`config.mk`:
```
export PLATFORM = sky130hd
export DESIGN_NAME = srx_receiver
export DESIGN_NICKNAME = d
export VERILOG_FILES = /design/src/rtl/srx_pkg.sv /design/src/rtl/srx_sync.sv /design/src/rtl/srx_bit_timer.sv /design/src/rtl/srx_framer.sv /design/src/rtl/srx_status_regs.sv /design/src/rtl/srx_receiver.sv
export SDC_FILE = /design/constraint.sdc
export NUM_CORES = 1
export LEC_CHECK = 0
export BUFFER_PORTS_ARGS = -buffer_cell sky130_fd_sc_hd__buf_2
export CAP_MARGIN = 30
export CORE_ASPECT_RATIO = 1.25
export CORE_MARGIN = 8
export CORE_UTILIZATION = 45
export DETAILED_ROUTE_END_ITERATION = 16
export GPL_TIMING_DRIVEN = 1
export PLACE_DENSITY_LB_ADDON = 0.3
export SLEW_MARGIN = 20
export SYNTH_ARGS = -nofsm -noshare
export SYNTH_HDL_FRONTEND = slang
export SYNTH_SLANG_ARGS = --single-unit
```
`constraint.sdc`:
```
create_clock -name clk -period 1.9 [get_ports clk]
set_clock_uncertainty 0.05 [all_clocks]
set_input_delay 0.38 -clock clk [delete_from_list [all_inputs] [get_ports clk]]
set_output_delay 0.38 -clock clk [all_outputs]
set_load 0.03 [all_outputs]
```
`src/rtl/srx_pkg.sv`:
```
package srx_pkg;

   typedef enum logic [1:0] {
      PH_IDLE = 2'd0,
      PH_DATA = 2'd1,
      PH_PAR  = 2'd2,
      PH_STOP = 2'd3
   } srx_phase_t;

   // 1 when the received parity bit disagrees with the data XOR under the chosen sense
   function automatic logic parity_bad(input logic data_xor,
                                       input logic pbit,
                                       input logic odd);
      return pbit != (data_xor ^ odd);
   endfunction

endpackage

```
`src/rtl/srx_sync.sv`:
```
module srx_sync #(
   parameter int   STAGES  = 2,
   parameter logic RST_VAL = 1'b1
) (
   input  logic clk,
   input  logic rst_n,
   input  logic d,
   output logic q
);

   generate
      if (STAGES < 0 || STAGES > 4) begin : g_bad_stages
         $error("srx_sync: STAGES must be 0..4");
      end

      if (STAGES == 0) begin : g_bypass
         assign q = d;
      end else begin : g_chain
         logic [STAGES-1:0] ff;
         always_ff @(posedge clk or negedge rst_n) begin
            if (!rst_n) begin
               ff <= {STAGES{RST_VAL}};
            end else begin
               ff[0] <= d;
               for (int i = 1; i < STAGES; i++) begin
                  ff[i] <= ff[i-1];
               end
            end
         end
         assign q = ff[STAGES-1];
      end
   endgenerate

endmodule

```
`src/rtl/srx_bit_timer.sv`:
```
module srx_bit_timer #(
   parameter int OVERSAMPLE = 16
) (
   input  logic clk,
   input  logic rst_n,
   input  logic sync_mode,
   input  logic tick,
   input  logic sclk_rise,
   input  logic rx,
   input  logic busy,
   output logic start_ok,
   output logic bit_samp
);

   localparam int CW = $clog2(OVERSAMPLE);
   localparam int HALF = OVERSAMPLE / 2;
   localparam logic [CW-1:0] MID  = CW'(HALF - 1);
   localparam logic [CW-1:0] LAST = CW'(OVERSAMPLE - 1);

   logic [CW-1:0] cnt;
   logic          armed;

   generate
      if (OVERSAMPLE < 4 || (OVERSAMPLE % 2) != 0) begin : g_bad_os
         $error("srx_bit_timer: OVERSAMPLE must be even and at least 4");
      end
   endgenerate

   always_comb begin
      start_ok = 1'b0;
      bit_samp = 1'b0;
      if (!busy) begin
         if (sync_mode) start_ok = armed && sclk_rise && !rx;
         else           start_ok = armed && tick && !rx && (cnt == MID);
      end else begin
         if (sync_mode) bit_samp = sclk_rise;
         else           bit_samp = tick && (cnt == LAST);
      end
   end

   always_ff @(posedge clk or negedge rst_n) begin
      if (!rst_n) begin
         cnt   <= '0;
         armed <= 1'b0;
      end else if (!busy) begin
         if (start_ok) begin
            cnt   <= '0;
            armed <= 1'b0;
         end else begin
            if (rx) armed <= 1'b1;
            if (!sync_mode && tick) cnt <= (armed && !rx) ? cnt + 1'b1 : '0;
         end
      end else if (!sync_mode && tick) begin
         cnt <= (cnt == LAST) ? '0 : cnt + 1'b1;
      end
   end


   start_needs_low_chk: assert property (@(posedge clk) disable iff (!rst_n)
      (start_ok && !sync_mode) |-> $past(!rx));


   start_needs_rearm_chk: assert property (@(posedge clk) disable iff (!rst_n)
      start_ok |=> !armed);

endmodule

```
`src/rtl/srx_framer.sv`:
```
module srx_framer
   import srx_pkg::*;
#(
   parameter int DATA_W = 8
) (
   input  logic              clk,
   input  logic              rst_n,
   input  logic              rx,
   input  logic              start_ok,
   input  logic              bit_samp,
   input  logic              parity_en,
   input  logic              parity_odd,
   output logic              busy,
   output logic              char_done,
   output logic [DATA_W-1:0] char_data,
   output logic              char_perr,
   output logic              char_ferr
);

   localparam int IW = $clog2(DATA_W);
   localparam logic [IW-1:0] LAST_IDX = IW'(DATA_W - 1);

   srx_phase_t        phase;
   logic [IW-1:0]     idx;
   logic [DATA_W-1:0] shreg;
   logic              pbit;
   logic              par_en_q;
   logic              par_odd_q;

   assign busy = (phase != PH_IDLE);

   always_ff @(posedge clk or negedge rst_n) begin
      if (!rst_n) begin
         phase     <= PH_IDLE;
         idx       <= '0;
         shreg     <= '0;
         pbit      <= 1'b0;
         par_en_q  <= 1'b0;
         par_odd_q <= 1'b0;
         char_done <= 1'b0;
         char_data <= '0;
         char_perr <= 1'b0;
         char_ferr <= 1'b0;
      end else begin
         char_done <= 1'b0;
         unique case (phase)
            PH_IDLE: begin
               if (start_ok) begin
                  phase     <= PH_DATA;
                  idx       <= '0;
                  par_en_q  <= parity_en;
                  par_odd_q <= parity_odd;
               end
            end
            PH_DATA: begin
               if (bit_samp) begin
                  shreg <= {rx, shreg[DATA_W-1:1]};
                  idx   <= idx + 1'b1;
                  if (idx == LAST_IDX) phase <= par_en_q ? PH_PAR : PH_STOP;
               end
            end
            PH_PAR: begin
               if (bit_samp) begin
                  pbit  <= rx;
                  phase <= PH_STOP;
               end
            end
            PH_STOP: begin
               if (bit_samp) begin
                  char_done <= 1'b1;
                  char_data <= shreg;
                  char_perr <= par_en_q && parity_bad(^shreg, pbit, par_odd_q);
                  char_ferr <= !rx;
                  phase     <= PH_IDLE;
               end
            end
            default: phase <= PH_IDLE;
         endcase
      end
   end


   samp_only_in_frame_chk: assert property (@(posedge clk) disable iff (!rst_n)
      bit_samp |-> busy);


   done_ends_frame_chk: assert property (@(posedge clk) disable iff (!rst_n)
      char_done |-> ($past(busy) && !busy));

endmodule

```
`src/rtl/srx_status_regs.sv`:
```
module srx_status_regs #(
   parameter int DATA_W = 8
) (
   input  logic              clk,
   input  logic              rst_n,
   input  logic              char_done,
   input  logic [DATA_W-1:0] char_data,
   input  logic              char_perr,
   input  logic              char_ferr,
   input  logic              rd,
   input  logic              rst_stat,
   output logic [DATA_W-1:0] rhr_data,
   output logic              ready,
   output logic              overrun,
   output logic              perr,
   output logic              ferr
);

   logic ovr_set;
   assign ovr_set = char_done && ready;

   always_ff @(posedge clk or negedge rst_n) begin
      if (!rst_n) begin
         rhr_data <= '0;
         ready    <= 1'b0;
         overrun  <= 1'b0;
         perr     <= 1'b0;
         ferr     <= 1'b0;
      end else begin
         if (char_done)     rhr_data <= char_data;

         if (char_done)     ready <= 1'b1;
         else if (rd)       ready <= 1'b0;

         if (ovr_set)       overrun <= 1'b1;
         else if (rst_stat) overrun <= 1'b0;

         if (char_done && char_perr)      perr <= 1'b1;
         else if (rst_stat)               perr <= 1'b0;

         if (char_done && char_ferr)      ferr <= 1'b1;
         else if (rst_stat)               ferr <= 1'b0;
      end
   end


   ready_from_done_chk: assert property (@(posedge clk) disable iff (!rst_n)
      $rose(ready) |-> $past(char_done));


   newest_kept_chk: assert property (@(posedge clk) disable iff (!rst_n)
      char_done |=> (rhr_data == $past(char_data)) && ready);


   overrun_sets_chk: assert property (@(posedge clk) disable iff (!rst_n)
      (char_done && ready) |=> overrun);


   read_keeps_overrun_chk: assert property (@(posedge clk) disable iff (!rst_n)
      (overrun && !rst_stat) |=> overrun);


   read_clears_ready_chk: assert property (@(posedge clk) disable iff (!rst_n)
      (rd && !char_done) |=> !ready);


   rst_stat_clears_chk: assert property (@(posedge clk) disable iff (!rst_n)
      (rst_stat && !char_done) |=> !overrun && !perr && !ferr);


   perr_sticky_chk: assert property (@(posedge clk) disable iff (!rst_n)
      (perr && !rst_stat) |=> perr);


   ferr_sticky_chk: assert property (@(posedge clk) disable iff (!rst_n)
      (ferr && !rst_stat) |=> ferr);

endmodule

```
`src/rtl/srx_receiver.sv`:
```
module srx_receiver #(
   parameter int DATA_W      = 8,
   parameter int OVERSAMPLE  = 16,
   parameter int SYNC_STAGES = 2
) (
   input  logic              clk,
   input  logic              rst_n,
   input  logic              rxd,
   input  logic              baud_tick,
   input  logic              bit_clk,
   input  logic              sync_mode,
   input  logic              parity_en,
   input  logic              parity_odd,
   input  logic              rhr_rd,
   input  logic              ctrl_wr,
   input  logic              ctrl_rst_status,
   output logic [DATA_W-1:0] rhr_data,
   output logic              rx_ready,
   output logic              overrun_err,
   output logic              parity_err,
   output logic              frame_err
);

   generate
      if (DATA_W < 5 || DATA_W > 9) begin : g_bad_width
         $error("srx_receiver: DATA_W must be 5..9");
      end
   endgenerate

   logic rx_s, sclk_s, sclk_prev, sclk_rise;
   logic start_ok, bit_samp, busy;
   logic char_done, char_perr, char_ferr;
   logic [DATA_W-1:0] char_data;
   logic rst_stat;

   srx_sync #(.STAGES(SYNC_STAGES), .RST_VAL(1'b1)) u_rx_sync (
      .clk(clk), .rst_n(rst_n), .d(rxd), .q(rx_s));

   srx_sync #(.STAGES(SYNC_STAGES), .RST_VAL(1'b0)) u_clk_sync (
      .clk(clk), .rst_n(rst_n), .d(bit_clk), .q(sclk_s));

   always_ff @(posedge clk or negedge rst_n) begin
      if (!rst_n) sclk_prev <= 1'b0;
      else        sclk_prev <= sclk_s;
   end
   assign sclk_rise = sclk_s && !sclk_prev;

   assign rst_stat = ctrl_wr && ctrl_rst_status;

   srx_bit_timer #(.OVERSAMPLE(OVERSAMPLE)) u_timer (
      .clk(clk), .rst_n(rst_n), .sync_mode(sync_mode), .tick(baud_tick),
      .sclk_rise(sclk_rise), .rx(rx_s), .busy(busy),
      .start_ok(start_ok), .bit_samp(bit_samp));

   srx_framer #(.DATA_W(DATA_W)) u_framer (
      .clk(clk), .rst_n(rst_n), .rx(rx_s), .start_ok(start_ok),
      .bit_samp(bit_samp), .parity_en(parity_en), .parity_odd(parity_odd),
      .busy(busy), .char_done(char_done), .char_data(char_data),
      .char_perr(char_perr), .char_ferr(char_ferr));

   srx_status_regs #(.DATA_W(DATA_W)) u_status (
      .clk(clk), .rst_n(rst_n), .char_done(char_done), .char_data(char_data),
      .char_perr(char_perr), .char_ferr(char_ferr), .rd(rhr_rd),
      .rst_stat(rst_stat), .rhr_data(rhr_data), .ready(rx_ready),
      .overrun(overrun_err), .perr(parity_err), .ferr(frame_err));


   race_overrun_wins_chk: assert property (@(posedge clk) disable iff (!rst_n)
      (rst_stat && char_done && rx_ready) |=> overrun_err);

endmodule

```
; Word level (Yosys, flattened, before mapping)
; Index checks and enable logic that the tools add are counted.
[totals]
register_bits = 49
latch_bits = 0
mem_bits_rw = 0
mem_bits_ro = 0
in_bits = 11
out_inout_bits = 12
elab_cells = 102
memories = 0
[classes]
add_sub_neg = 2
multipliers = 0
div_mod_pow = 0
order_cmp = 0
n_eq_ne = 13
shifts = 0
mux = 30
n_bitwise = 2
reduce_logical = 35
[op_table]
columns = cell, count
row1 = two-way mux 4 bit, 6
row2 = nonzero test 2 bit, 8
row3 = two-way mux 1 bit, 15
row4 = logical AND 1 bit, 14
row5 = AND reduction 2 bit, 6
row6 = two-way mux 2 bit, 5
row7 = != test 2 bit (second input constant), 5
row8 = case mux 2 bit (4 select lines), 1
row9 = parity 8 bit, 1
row10 = two-way mux 3 bit, 2
row11 = case mux 3 bit (2 select lines), 1
row12 = AND reduction 5 bit, 1
row13 = adder 4 x 1 -> 4 bit (second input constant), 1
row14 = == test 2 bit (second input constant), 2
row15 = == test 4 x 3 -> 1 bit (second input constant), 1
row16 = == test 4 bit (second input constant), 1
row17 = adder 3 x 1 -> 3 bit (second input constant), 1
row18 = == test 3 bit (second input constant), 1
row19 = zero test 1 bit, 3
row20 = AND reduction 3 bit, 1
row21 = == test 2 x 1 -> 1 bit (second input constant), 1
row22 = zero test 2 bit, 1
row23 = != test 2 x 1 -> 1 bit (second input constant), 1
row24 = != test 1 bit, 1
row25 = other kinds (2), 2

; Longest topological paths before layout
[depth]
depth_word = 8
mapped_depth = 9

; Cells and area by module
; A second synthesis with hierarchy kept.
[hier_totals]
hier_cells = 179
area_unflattened_um2 = 2252.2
[by_module_without_submodules]
columns = module, instances, cells_per_inst, area_per_inst_um2
row1 = srx_framer, 1, 98, 1261.2
row2 = srx_status_regs, 1, 32, 474.2
row3 = srx_bit_timer, 1, 42, 369.1
row4 = srx_sync at u_rx_sync, 1, 2, 52.6
row5 = srx_sync at u_clk_sync, 1, 2, 50.0
row6 = srx_receiver, 1, 3, 45.0

; Least setup slack after synthesis
; OpenSTA, ideal clock, no wires.
[synth_path]
path_type = flip-flop to flip-flop
start = register u_framer.phase[0]
end = register u_framer.phase[1]
setup_time_ps = 128
t_arrival_ps = 1780
slack_ps = -58
stages_incl_launch_ff = 8
n_path_buf = 0
period_less_slack_ps = 1958
cell_sequence = dfrtp_1 -> inv_1 -> ha_1 -> or2_2 -> o21ai_0 -> nand2_1 -> a311oi_2 -> mux2_1
[synth_via]
elab_chain_cells = 4
elab_cells_between_ends = 14
classes_between = 8 x eq/ne / 3 x mux / 3 x reduce/logical
[synth_rtl]
columns = element, line_no
row1 = from (decl), srx_framer.sv:23  ; srx_phase_t phase;
row2 = from (signal assigned), srx_framer.sv:59  ; if (idx == LAST_IDX) phase <= par_en_q ? PH_PAR : PH_STOP;
row3 = nonzero test 2 bit, srx_framer.sv:30  ; assign busy = (phase != PH_IDLE);
row4 = two-way mux 1 bit, srx_bit_timer.sv:32  ; if (!busy) begin
row5 = != test 2 bit (no line), --
row6 = AND reduction 5 bit (no line), --
; Parallel ways exist; a longest one is shown, timed or not.
; A chain may end at the register's enable or synchronous reset.

; Final worst setup path
[layout_path]
start = register u_framer.phase[1]
end = register u_framer.phase[1]
; Same word-level chain as after synthesis.

==> impl_metrics.yaml <==
drt:
  first_pass_iters: 4
  dr.max_layer_used: "met4"
  via_per_inst: 5.323
  dr_wl_met2_mm: 1.908
  met3_length_um: 209
  wl_per_cell_um: 14.45
  drtIter0Drc: 59
  routed_wl_mm: 3.801
  drc: 0
  ant_nets: 0
  vias: 1400
  wl_met1_mm: 1.563
setup_path:
  cp-end-kind: "flop"
  crit_chain: "buf_6 > ha_4 > or2_4 > o21ai_2 > nand2_1 > a311oi_2 > mux2_1"
  critPathMaxStageDelay_ns: 0.42
  critPathTopFamily: "flip-flops"
  worst-path-max-fanout: 3
  cp_num_buf_inv: 1
  slowest_stage: "dfrtp_1"
  cp.arrival_ns: 2.05
  crit_path_start_kind: "flop"
  worstPathRequired_ns: 2.05
  critPathKind: "reg2reg"
timing:
  drv_slew: 0
  finalHoldViolCount: 0
  setup_viol: 0
  period_share_pct: 99.97
  max_slew.worst_pin.slew_ns: 0.5851
  rsz0062_at_grt: "yes"
  finalCriticalPeriod_ns: 1.899
  max_freq_ghz: 0.5265
  slew_headroom_pct: 60.99
final_layout:
  final_layout_size_suffix_gt1_share_pct: 42.86
  antennaDiodeCount: 0
  fill_cells: 404
  final_cells: 263
  areaGrowthSynthToFinish_pct: 19.69
  fin_area_um2: 2609
  layout.nets: 220
logic_synthesis:
  synth_xor_area_share_pct: 3.846
  syn_avg_cell_area_um2: 13.05
  yosys_warnings: 0
  synth-seq-cells: 49
  synth_top_family_by_area: "multiplexers"
  synth_compound_area_share_pct: 9.989
  synth_flop_cell: "dfrtp_1"
  synth_adder_area_share_pct: 4.018
  synthSimpleGateAreaFrac_pct: 8.783
  synth.mux.area_fraction_pct: 14.98
  syn-instance-count: 167
  yosys.cell_types.count: 40
  syn_area_um2: 2180
  synth.net_count: 185
  synth_edf_count: 0
  async_reset_ff_share_pct: 100.0
  seq_area_frac_synth_pct: 56.37
clock_tree:
  clock_path_buffers: 2
  cts_buffers: 5
  clkSlewWorstSetupHoldPaths_ns: 0.09
  clk_latency_ns: 0.31
  cts_tree: "built"
  htreeDepth: 2
  cts_root_buffer: "clkbuf_8"
  clock_sinks: 49
floorplan:
  rows: 28
  initial_core_util_pct: 46.43
  fp.coreArea_um2: 4695
  dieArea_um2: 7341
  num_io_pins: 23
  die_w_um: 78.25
  die_y_um: 93.81
status:
  status: "finished, final reports clean"
pwr:
  p_per_area_nw_per_um2: 1222
  vdd_drop_max_v: 0.0007345
  power.leakage_nw: 1.279
global_routing:
  grt_pass1_wl_mm: 6.534
  grt_pass1_vias: 1433
  antenna_found_initial: 0
  grt_max_degree: 50
  grt_overflow: 0
  gr-usage-all-layers_pct: 11.17
place:
  dp_hpwl_mm: 2.782
  port_buffers: 22
  placed_area_um2: 2420
  gp_congestion: 0.9231
  dp.cells: 253
hold_path:
  hold_class: "in2async"
job:
  max_cap_viol_count: 0
[power by group]
| group | switching, mW | internal (mW) | total [mW] |
|---|---|---|---|
| clock | 0.347 | 0.394 | 0.740 |
| sequential | 0.172 | 1.23 | 1.40 |
| combinational | 0.481 | 0.568 | 1.05 |
| total | 0.999 | 2.19 | 3.19 |
[worst reg2reg max path: stages (launching register included)]
cell and delay [ns]:
dfrtp_1 0.42, buf_6 0.13, ha_4 0.15, or2_4 0.27, o21ai_2 0.11, nand2_1 0.07, a311oi_2 0.24, mux2_1 0.35
[cells in the final DEF, fill, tap and decap left out, types with 2 or more instances in the layout]
cell | netlist | layout
ha_1 | 7 | 4
dfstp_2 | 2 | 2
buf_6 | 0 | 2
a21oi_1 | 2 | 2
o21ai_0 | 10 | 8
inv_2 | 0 | 2
inv_1 | 5 | 3
a31oi_1 | 2 | 2
xnor2_1 | 7 | 7
nand2_1 | 10 | 10
mux2_2 | 28 | 28
nor2b_1 | 3 | 3
ha_4 | 0 | 2
buf_4 | 1 | 8
nor2_1 | 4 | 4
clkbuf_8 | 0 | 5
dfrtp_1 | 47 | 46
o211ai_1 | 2 | 2
buf_2 | 2 | 22
a22o_1 | 4 | 4
nand3_1 | 6 | 6
nand2b_1 | 3 | 2
[repair_timing]
action                                  in CTS  in global routing
pin swaps                                    1                  4
buffers inserted                             1                  1
endpoints found under the setup margin      11                 21
hold buffers                                 0                  0
resized for setup                            5                 11
[final timing paths]
path / startpoint / to / depth (start not counted) / slack (ns)
worst max-delay path: u_framer.phase[1] / u_framer.phase[1] / 7 / 0.0005
worst min-delay path: rst_n / u_framer.shreg[6] / 2 / 0.10
worst max register to register: u_framer.phase[1] / u_framer.phase[1] / 7 / 0.0005
worst min register to register: u_clk_sync.g_chain.ff[0] / u_clk_sync.g_chain.ff[1] / 0 / 0.31
max in group asynchronous: rst_n / u_framer.phase[0] / 2 / 1.29
min in group clk: rxd / u_rx_sync.g_chain.ff[0] / 1 / 0.12
[logic make-up (layout without fill, tap and decap cells)]
family / after synthesis / in the layout
buffers and inverters: 10 / 46
and+or+nand+nor: 35 / 35
adders and majority gates: 7 / 7
xor gates and xnor gates: 8 / 8
DFF: 49 / 49
AOI/OAI and AO/OA: 29 / 29
muxes: 29 / 29
[flip-flops by register name, summed over array words and instances (netlist names), 2 cells and up]
name / count
u_clk_sync.g_chain.ff: 2
u_framer.char_data: 8
u_framer.idx: 3
u_framer.phase: 2
u_framer.shreg: 8
u_rx_sync.g_chain.ff: 2
u_status.rhr_data: 8
u_timer.cnt: 4
[cell usage after synthesis (2+ instances only)]
cell | n | area, um^2
dfrtp_1 | 47 | 1176
mux2_2 | 28 | 315.3
nand2_1 | 10 | 37.54
o21ai_0 | 10 | 50.05
ha_1 | 7 | 87.58
xnor2_1 | 7 | 61.31
nand3_1 | 6 | 30.03
inv_1 | 5 | 18.77
a22o_1 | 4 | 35.03
nor2_1 | 4 | 15.01
nand2b_1 | 3 | 18.77
nor2b_1 | 3 | 18.77
a21oi_1 | 2 | 10.01
a31oi_1 | 2 | 12.51
buf_2 | 2 | 10.01
dfstp_2 | 2 | 52.55
o211ai_1 | 2 | 15.01
[layer usage]
layer / GRT usage, % / vias to the layer above
met5: 0 / -
met4: 6.656 / 0
met3: 3.640 / 11
met2: 19.03 / 32
met1: 11.76 / 689
li1: - / 668
[through the flow]
stage / setup slack, ns / setup TNS [ns] / power [mW] / utilization, % / hold slack [ns]
floorplan: 0.003810 / 0 / 2.059 / - / 0.03441
global placement: 0.004147 / 0 / 2.262 / 51.55 / 0.2843
detailed placement: -0.08233 / -0.09110 / 2.326 / 51.55 / 0.2958
CTS: 0.001145 / 0 / 3.120 / 54.45 / 0.1059
global route: -0.06212 / -0.06212 / 3.397 / 55.57 / 0.1047
finish: 0.0005103 / 0 / 3.187 / 55.57 / 0.1027
[cell type report]
cell class              instances  area [um^2]  area share (%)
flip-flops and latches         49         1230           47.15
multi-input cells             108        957.2           36.69
repair buffers                 33        212.7           8.153
well taps                      60        75.07           2.878
clock buffers                   5        68.82           2.638
clock inverters                 3        46.29           1.775
inverters                       5        18.77          0.7194
Power figures use the tool's default switching activity.
